===== config.mk =====
export PLATFORM = sky130hd
export DESIGN_NAME = pit_channel
export DESIGN_NICKNAME = d
export VERILOG_FILES = /design/src/rtl/pit_pkg.sv /design/src/rtl/pit_mode_decode.sv /design/src/rtl/pit_phase_counter.sv /design/src/rtl/pit_wave_gen.sv /design/src/rtl/pit_channel.sv
export SDC_FILE = /design/constraint.sdc
export NUM_CORES = 1
export LEC_CHECK = 0
export ABC_AREA = 0
export CAP_MARGIN = 20
export CELL_PAD_IN_SITES_DETAIL_PLACEMENT = 0
export CELL_PAD_IN_SITES_GLOBAL_PLACEMENT = 1
export CORE_ASPECT_RATIO = 0.6
export CORE_MARGIN = 3
export CORE_UTILIZATION = 45
export DETAILED_ROUTE_END_ITERATION = 12
export DONT_BUFFER_PORTS = 1
export GPL_ROUTABILITY_DRIVEN = 0
export HOLD_SLACK_MARGIN = 0.03
export PLACE_DENSITY = 0.8
export SETUP_SLACK_MARGIN = 0.1
export SYNTH_ARGS = -nofsm -noshare
export SYNTH_HDL_FRONTEND = slang
export SYNTH_SLANG_ARGS = --single-unit

===== constraint.sdc =====
create_clock -name clk -period 17.08 [get_ports clk]
set_input_delay 0 -clock clk [delete_from_list [all_inputs] [get_ports clk]]
set_output_delay 0 -clock clk [all_outputs]
set_load 0.02 [all_outputs]

===== src/rtl/pit_pkg.sv =====
package pit_pkg;

  typedef enum logic [2:0] {
    PM_TERM     = 3'd0,
    PM_ONESHOT  = 3'd1,
    PM_RATE     = 3'd2,
    PM_SQUARE   = 3'd3,
    PM_SWSTROBE = 3'd4,
    PM_HWSTROBE = 3'd5
  } pit_mode_e;

endpackage


===== src/rtl/pit_mode_decode.sv =====
module pit_mode_decode
  import pit_pkg::*;
(
  input  logic [2:0] code,
  output pit_mode_e  mode,
  output logic       periodic,
  output logic       gate_retrig
);

  always_comb begin
    unique case (code)
      3'd0:    mode = PM_TERM;
      3'd1:    mode = PM_ONESHOT;
      3'd2:    mode = PM_RATE;
      3'd3:    mode = PM_SQUARE;
      3'd4:    mode = PM_SWSTROBE;
      3'd5:    mode = PM_HWSTROBE;
      3'd6:    mode = PM_RATE;
      3'd7:    mode = PM_SQUARE;
      default: mode = PM_TERM;
    endcase
  end

  always_comb begin
    periodic    = (mode == PM_RATE) || (mode == PM_SQUARE);
    gate_retrig = (mode == PM_ONESHOT) || (mode == PM_RATE) ||
                  (mode == PM_SQUARE)  || (mode == PM_HWSTROBE);
  end

endmodule


===== src/rtl/pit_phase_counter.sv =====
module pit_phase_counter #(
  parameter int PH_W = 17
) (
  input  logic            clk,
  input  logic            rst,
  input  logic            restart,
  input  logic            tick,
  input  logic            periodic,
  input  logic [PH_W-1:0] period,
  output logic [PH_W-1:0] phase_q,
  output logic [PH_W-1:0] phase_nx,
  output logic            wrap_nx
);

  logic wrap_q;

  always_comb begin
    phase_nx = phase_q;
    wrap_nx  = wrap_q;
    if (restart) begin
      phase_nx = '0;
      wrap_nx  = 1'b0;
    end else if (tick) begin
      if (periodic) begin
        if (phase_q >= period - 1'b1) begin
          phase_nx = '0;
          wrap_nx  = 1'b1;
        end else begin
          phase_nx = phase_q + 1'b1;
        end
      end else if (phase_q <= period) begin
        phase_nx = phase_q + 1'b1;
      end
    end
  end

  always_ff @(posedge clk) begin
    if (rst) begin
      phase_q <= '0;
      wrap_q  <= 1'b0;
    end else begin
      phase_q <= phase_nx;
      wrap_q  <= wrap_nx;
    end
  end

endmodule


===== src/rtl/pit_wave_gen.sv =====
module pit_wave_gen
  import pit_pkg::*;
#(
  parameter int PH_W = 17
) (
  input  pit_mode_e       mode,
  input  logic [PH_W-1:0] period,
  input  logic [PH_W-1:0] phase,
  input  logic            wrapped,
  output logic            level
);

  logic [PH_W:0]   half_sum;
  logic [PH_W-1:0] half_len;

  always_comb begin
    half_sum = {1'b0, period} + 1'b1;
    half_len = half_sum[PH_W:1];
  end

  always_comb begin
    unique case (mode)
      PM_TERM:     level = (phase >= period);
      PM_ONESHOT:  level = (phase < period);
      PM_RATE:     level = (phase == '0) && wrapped;
      PM_SQUARE:   level = (phase < half_len);
      PM_SWSTROBE,
      PM_HWSTROBE: level = (phase == period);
      default:     level = (phase >= period);
    endcase
  end

endmodule


===== src/rtl/pit_channel.sv =====
module pit_channel
  import pit_pkg::*;
#(
  parameter int CNT_W         = 16,
  parameter int CHAN_ID       = 0,
  parameter int GATE_LOW_CHAN = 2
) (
  input  logic             clk,
  input  logic             rst,
  input  logic             tick_en,
  input  logic             gate_in,
  input  logic [CNT_W-1:0] reload_val,
  input  logic [2:0]       mode_sel,
  input  logic             load_stb,
  input  logic             irq_mask,
  output logic             out_level,
  output logic             irq_out,
  output logic [CNT_W-1:0] live_count
);

  localparam int              PH_W        = CNT_W + 1;
  localparam logic [PH_W-1:0] FULL_PERIOD = PH_W'(1) << CNT_W;
  localparam logic            GATE_RST    = (CHAN_ID != GATE_LOW_CHAN);

  pit_mode_e       mode_q, mode_nx, mode_new, mode_cur;
  logic [PH_W-1:0] period_q, period_nx;
  logic            gate_q;
  logic            per_new, per_cur, retrig_new, retrig_cur;
  logic            restart;
  logic [PH_W-1:0] phase_q, phase_nx;
  logic            wrap_nx;
  logic            out_nx;

  pit_mode_decode u_dec_new (
    .code       (mode_sel),
    .mode       (mode_new),
    .periodic   (per_new),
    .gate_retrig(retrig_new)
  );

  pit_mode_decode u_dec_cur (
    .code       (mode_q),
    .mode       (mode_cur),
    .periodic   (per_cur),
    .gate_retrig(retrig_cur)
  );

  always_comb begin
    if (load_stb) begin
      mode_nx   = mode_new;
      period_nx = (reload_val == '0) ? FULL_PERIOD : {1'b0, reload_val};
    end else begin
      mode_nx   = mode_cur;
      period_nx = period_q;
    end
    restart = load_stb || (retrig_cur && gate_in && !gate_q);
  end

  pit_phase_counter #(.PH_W(PH_W)) u_cnt (
    .clk     (clk),
    .rst     (rst),
    .restart (restart),
    .tick    (tick_en),
    .periodic(load_stb ? per_new : per_cur),
    .period  (period_nx),
    .phase_q (phase_q),
    .phase_nx(phase_nx),
    .wrap_nx (wrap_nx)
  );

  pit_wave_gen #(.PH_W(PH_W)) u_wave (
    .mode   (mode_nx),
    .period (period_nx),
    .phase  (phase_nx),
    .wrapped(wrap_nx),
    .level  (out_nx)
  );

  always_ff @(posedge clk) begin
    if (rst) begin
      mode_q     <= PM_SQUARE;
      period_q   <= FULL_PERIOD;
      gate_q     <= GATE_RST;
      out_level  <= 1'b1;
      irq_out    <= 1'b0;
      live_count <= '0;
    end else begin
      mode_q     <= mode_nx;
      period_q   <= period_nx;
      gate_q     <= gate_in;
      out_level  <= out_nx;
      irq_out    <= out_nx && !irq_mask;
      live_count <= CNT_W'(period_nx - phase_nx);
    end
  end

endmodule


==> impl_metrics.json <==
{
  "hold_viol": 0,
  "synthTopCellsByArea": "dfxtp_1 20%, ha_1 18%, nor2_1 6.6%",
  "synth_top_family_by_area": "simple AND/OR/NAND/NOR gates",
  "drtAntennaViolNets": 0,
  "slew_headroom": 0.312,
  "cts-root-buf": "clkbuf_16",
  "core_um2": 11700,
  "grt_antenna_before_repair": 0,
  "dp.cells": 855,
  "status": "completed",
  "io_pins": 43,
  "r2r_slack_ns": 9.92,
  "cts_num_sinks": 57,
  "async_reset_ff_frac": 0,
  "min_from": "reload_val[14]",
  "cts-buffers-inserted": 9,
  "antenna_cells_inserted": 0,
  "finalPower_uw": 460,
  "chipHeight_um": 92.6,
  "clkTransAtPathRegs_ns": 0.05,
  "whs_endpoint": "period_q[14]$_SDFF_PP0_",
  "synth-edff-count": 0,
  "core.rowCount": 30,
  "layout.nets": 830,
  "ctsLongestPathBuffers": 2,
  "power_leakage_nw": 2.79,
  "p_clk_frac": 0.422,
  "grt_pass1_wl_um": 29500,
  "grt_util_met1": 0.420,
  "initial_core_util": 0.479,
  "period_minus_slack_ns": 7.80,
  "ys_seq_elements": 57,
  "fin_util": 0.534,
  "drt_iter0_markers": 752,
  "synth_simple_gate_area_frac": 0.239,
  "path_delay_family": "compound AO/OA/AOI/OAI gates",
  "finalCritPeriodShare": 0.456,
  "dr.pass1.iters": 6,
  "crit_path_start_kind": "primary input",
  "max_stage_delay_ns": 1.18,
  "post-dp-hpwl_um": 14500,
  "worstPathRequired_ns": 17.34,
  "synthMuxAreaShare": 0.0498,
  "port_buffers": 0,
  "drive_gt1_frac": 0.0671,
  "timing.rr.end": "out_level$_SDFF_PP1_",
  "synth_top_area_cell": "dfxtp_1",
  "switching_share": 0.319,
  "path_max_fanout": 19,
  "cp-end-kind": "flop",
  "reg2reg_depth": 27,
  "slowest_stage": "dlygate4sd3_1",
  "yosysWarnings": 0,
  "grt_max_degree": 64,
  "drv_cap": 0,
  "synthFlopType": "dfxtp_1",
  "drc": 0,
  "worst_ir_drop_vdd_mv": 0.0400,
  "synth_top_area_frac": 0.203,
  "slew_viol_final": 0,
  "ys_seq_area_frac": 0.203,
  "tightestPinTransition_ns": 1.00,
  "clk_latency_ns": 0.34,
  "rr_startpoint": "period_q[5]$_SDFF_PP0_",
  "grt_pass1_vias": 5091,
  "synth_nets": 819,
  "tns_ns": 0,
  "num_vias": 5488,
  "min_path_cells": 2,
  "ys_top_cells_by_count": "99 x nor2_1, 79 x ha_1, 57 x dfxtp_1, 44 x inv_1, 41 x xnor2_1",
  "setup_viol_count_final": 0,
  "rsz0062_at_grt": "no",
  "fin_cells": 890,
  "cts_setup_buffers": 0,
  "syn_avg_cell_area_um2": 7.88,
  "via_per_inst": 6.17,
  "synth_area_um2": 5630,
  "intPower_uw": 313,
  "routedWlPerCell_um": 21.3,
  "die_x_um": 150,
  "grt_usage": 0.276,
  "synth_cells": 714,
  "worst_clock_skew_ns": 0.00449,
  "dieArea_um2": 13900,
  "power_frac_seq": 0.332,
  "p_sw_uw": 147,
  "use_met2": 0.372,
  "max_freq_ghz": 0.128,
  "area_growth_pct": 11.5,
  "synth_compound_area_frac": 0.198,
  "worstSetupPathType": "primary input to flop",
  "synthAdderAreaFrac": 0.181,
  "use_met3": 0.0685,
  "worstHoldPathType": "primary input to flop",
  "cts_tree": "yes",
  "cp.buffers_inverters": 2,
  "yosysMostFrequentCell": "nor2_1",
  "top_usage_layer": "met1",
  "drt-total-wl_um": 19000,
  "synth-xor-area-share": 0.0794,
  "htree_num_levels": 3,
  "synth_cell_types": 73,
  "arrival_ns": 8.06,
  "pwr-share-comb": 0.246,
  "p_per_area_nw_per_um2": 73.4,
  "gr-total-overflow": 0,
  "whs_ns": 0.0634
}
==> logic make-up after synthesis <==
group                      Yosys count
xor gates and xnor gates            51
adders and majority gates           81
buffers and inverters               69
AOI/OAI and AO/OA                  157
and+or+nand+nor                    274
muxes                               25
DFF                                 57
==> state kept, by name, indices dropped and copies added, names as in the netlist <==
register / cells
gate_q: 1
irq_out: 1
live_count: 16
out_level: 1
period_q: 17
u_cnt.phase_q: 17
u_cnt.wrap_q: 1
u_dec_cur.mode: 3
==> area by class of cell <==
type / instances / area [um^2]
flip-flops and latches: 57 / 1140
well taps: 160 / 200
inverters: 46 / 173
fillers: 1108 / 5480
clock buffers: 11 / 233
repair buffers: 23 / 238
clock inverters: 5 / 80.1
multi-input cells: 588 / 4210
==> metal layers <==
| layer | share of wire | vias to the layer above |
|---|---|---|
| li1 | - | 2597 |
| met1 | 0.48 | 2540 |
| met2 | 0.38 | 312 |
| met3 | 0.11 | 39 |
| met4 | 0.024 | 0 |
| met5 | 0 | - |
==> power groups by stage <==
stage          clock network [mW]  registers (mW)  logic (mW)
3_3_place_gp                    0           0.156       0.101
3_5_place_dp                    0           0.156       0.102
4_1_cts                     0.197           0.153       0.111
6_report                    0.194           0.153       0.113
5_1_grt                     0.203           0.153       0.124
2_1_floorplan                   0           0.154      0.0804
==> worst max path at each step <==
stage	endpoint	depth (start not counted)	startpoint	slack [ns]
5_1_grt	out_level$_SDFF_PP1_	27	load_stb	8.93
4_1_cts	out_level$_SDFF_PP1_	27	load_stb	9.53
2_1_floorplan	out_level$_SDFF_PP1_	30	load_stb	11.25
6_report	out_level$_SDFF_PP1_	27	load_stb	9.28
3_5_place_dp	out_level$_SDFF_PP1_	27	period_q[5]$_SDFF_PP0_	10.22
3_3_place_gp	out_level$_SDFF_PP1_	26	period_q[1]$_SDFF_PP0_	10.20
==> per-stage QoR <==
step	area, um^2	setup slack (ns)
6_report	6270	9.28
5_1_grt	6270	8.93
4_1_cts	6270	9.53
3_5_place_dp	5750	10.22
3_3_place_gp	5750	10.20
2_1_floorplan	5630	11.25
==> cells in the final DEF (no fill, tap or decap), types with 3 or more instances in the layout <==
master,Yosys,routed
xor2_1,10,10
dlygate4sd3_1,0,18
dfxtp_1,57,57
a211oi_1,6,6
o211ai_1,3,3
a221oi_1,3,3
and2_1,4,4
o21ai_0,20,20
o21bai_1,7,7
a211o_1,3,3
and3_1,9,9
nor3_1,27,27
a21oi_1,35,35
nor2_1,99,99
nor3b_1,4,4
nand3_1,27,27
o2111ai_1,4,4
o21a_1,4,4
nand2b_1,11,11
nand3b_1,3,3
nor2b_1,6,6
xnor2_1,41,41
or2_1,3,3
nand4_1,10,10
buf_4,1,4
or3_1,7,7
mux2i_1,19,19
nor4_1,10,10
ha_1,79,79
a21o_1,26,26
a31oi_1,11,11
inv_1,44,44
nand2_1,37,37
clkbuf_16,0,9
mux2_2,4,4
or2_2,9,9
==> repair_timing <==
action                                 in CTS  in global routing
resized for setup                           0                  0
endpoints found under the hold margin      57                  0
hold buffers                               19                  0
No activity file was read; power rests on OpenSTA's default activity.
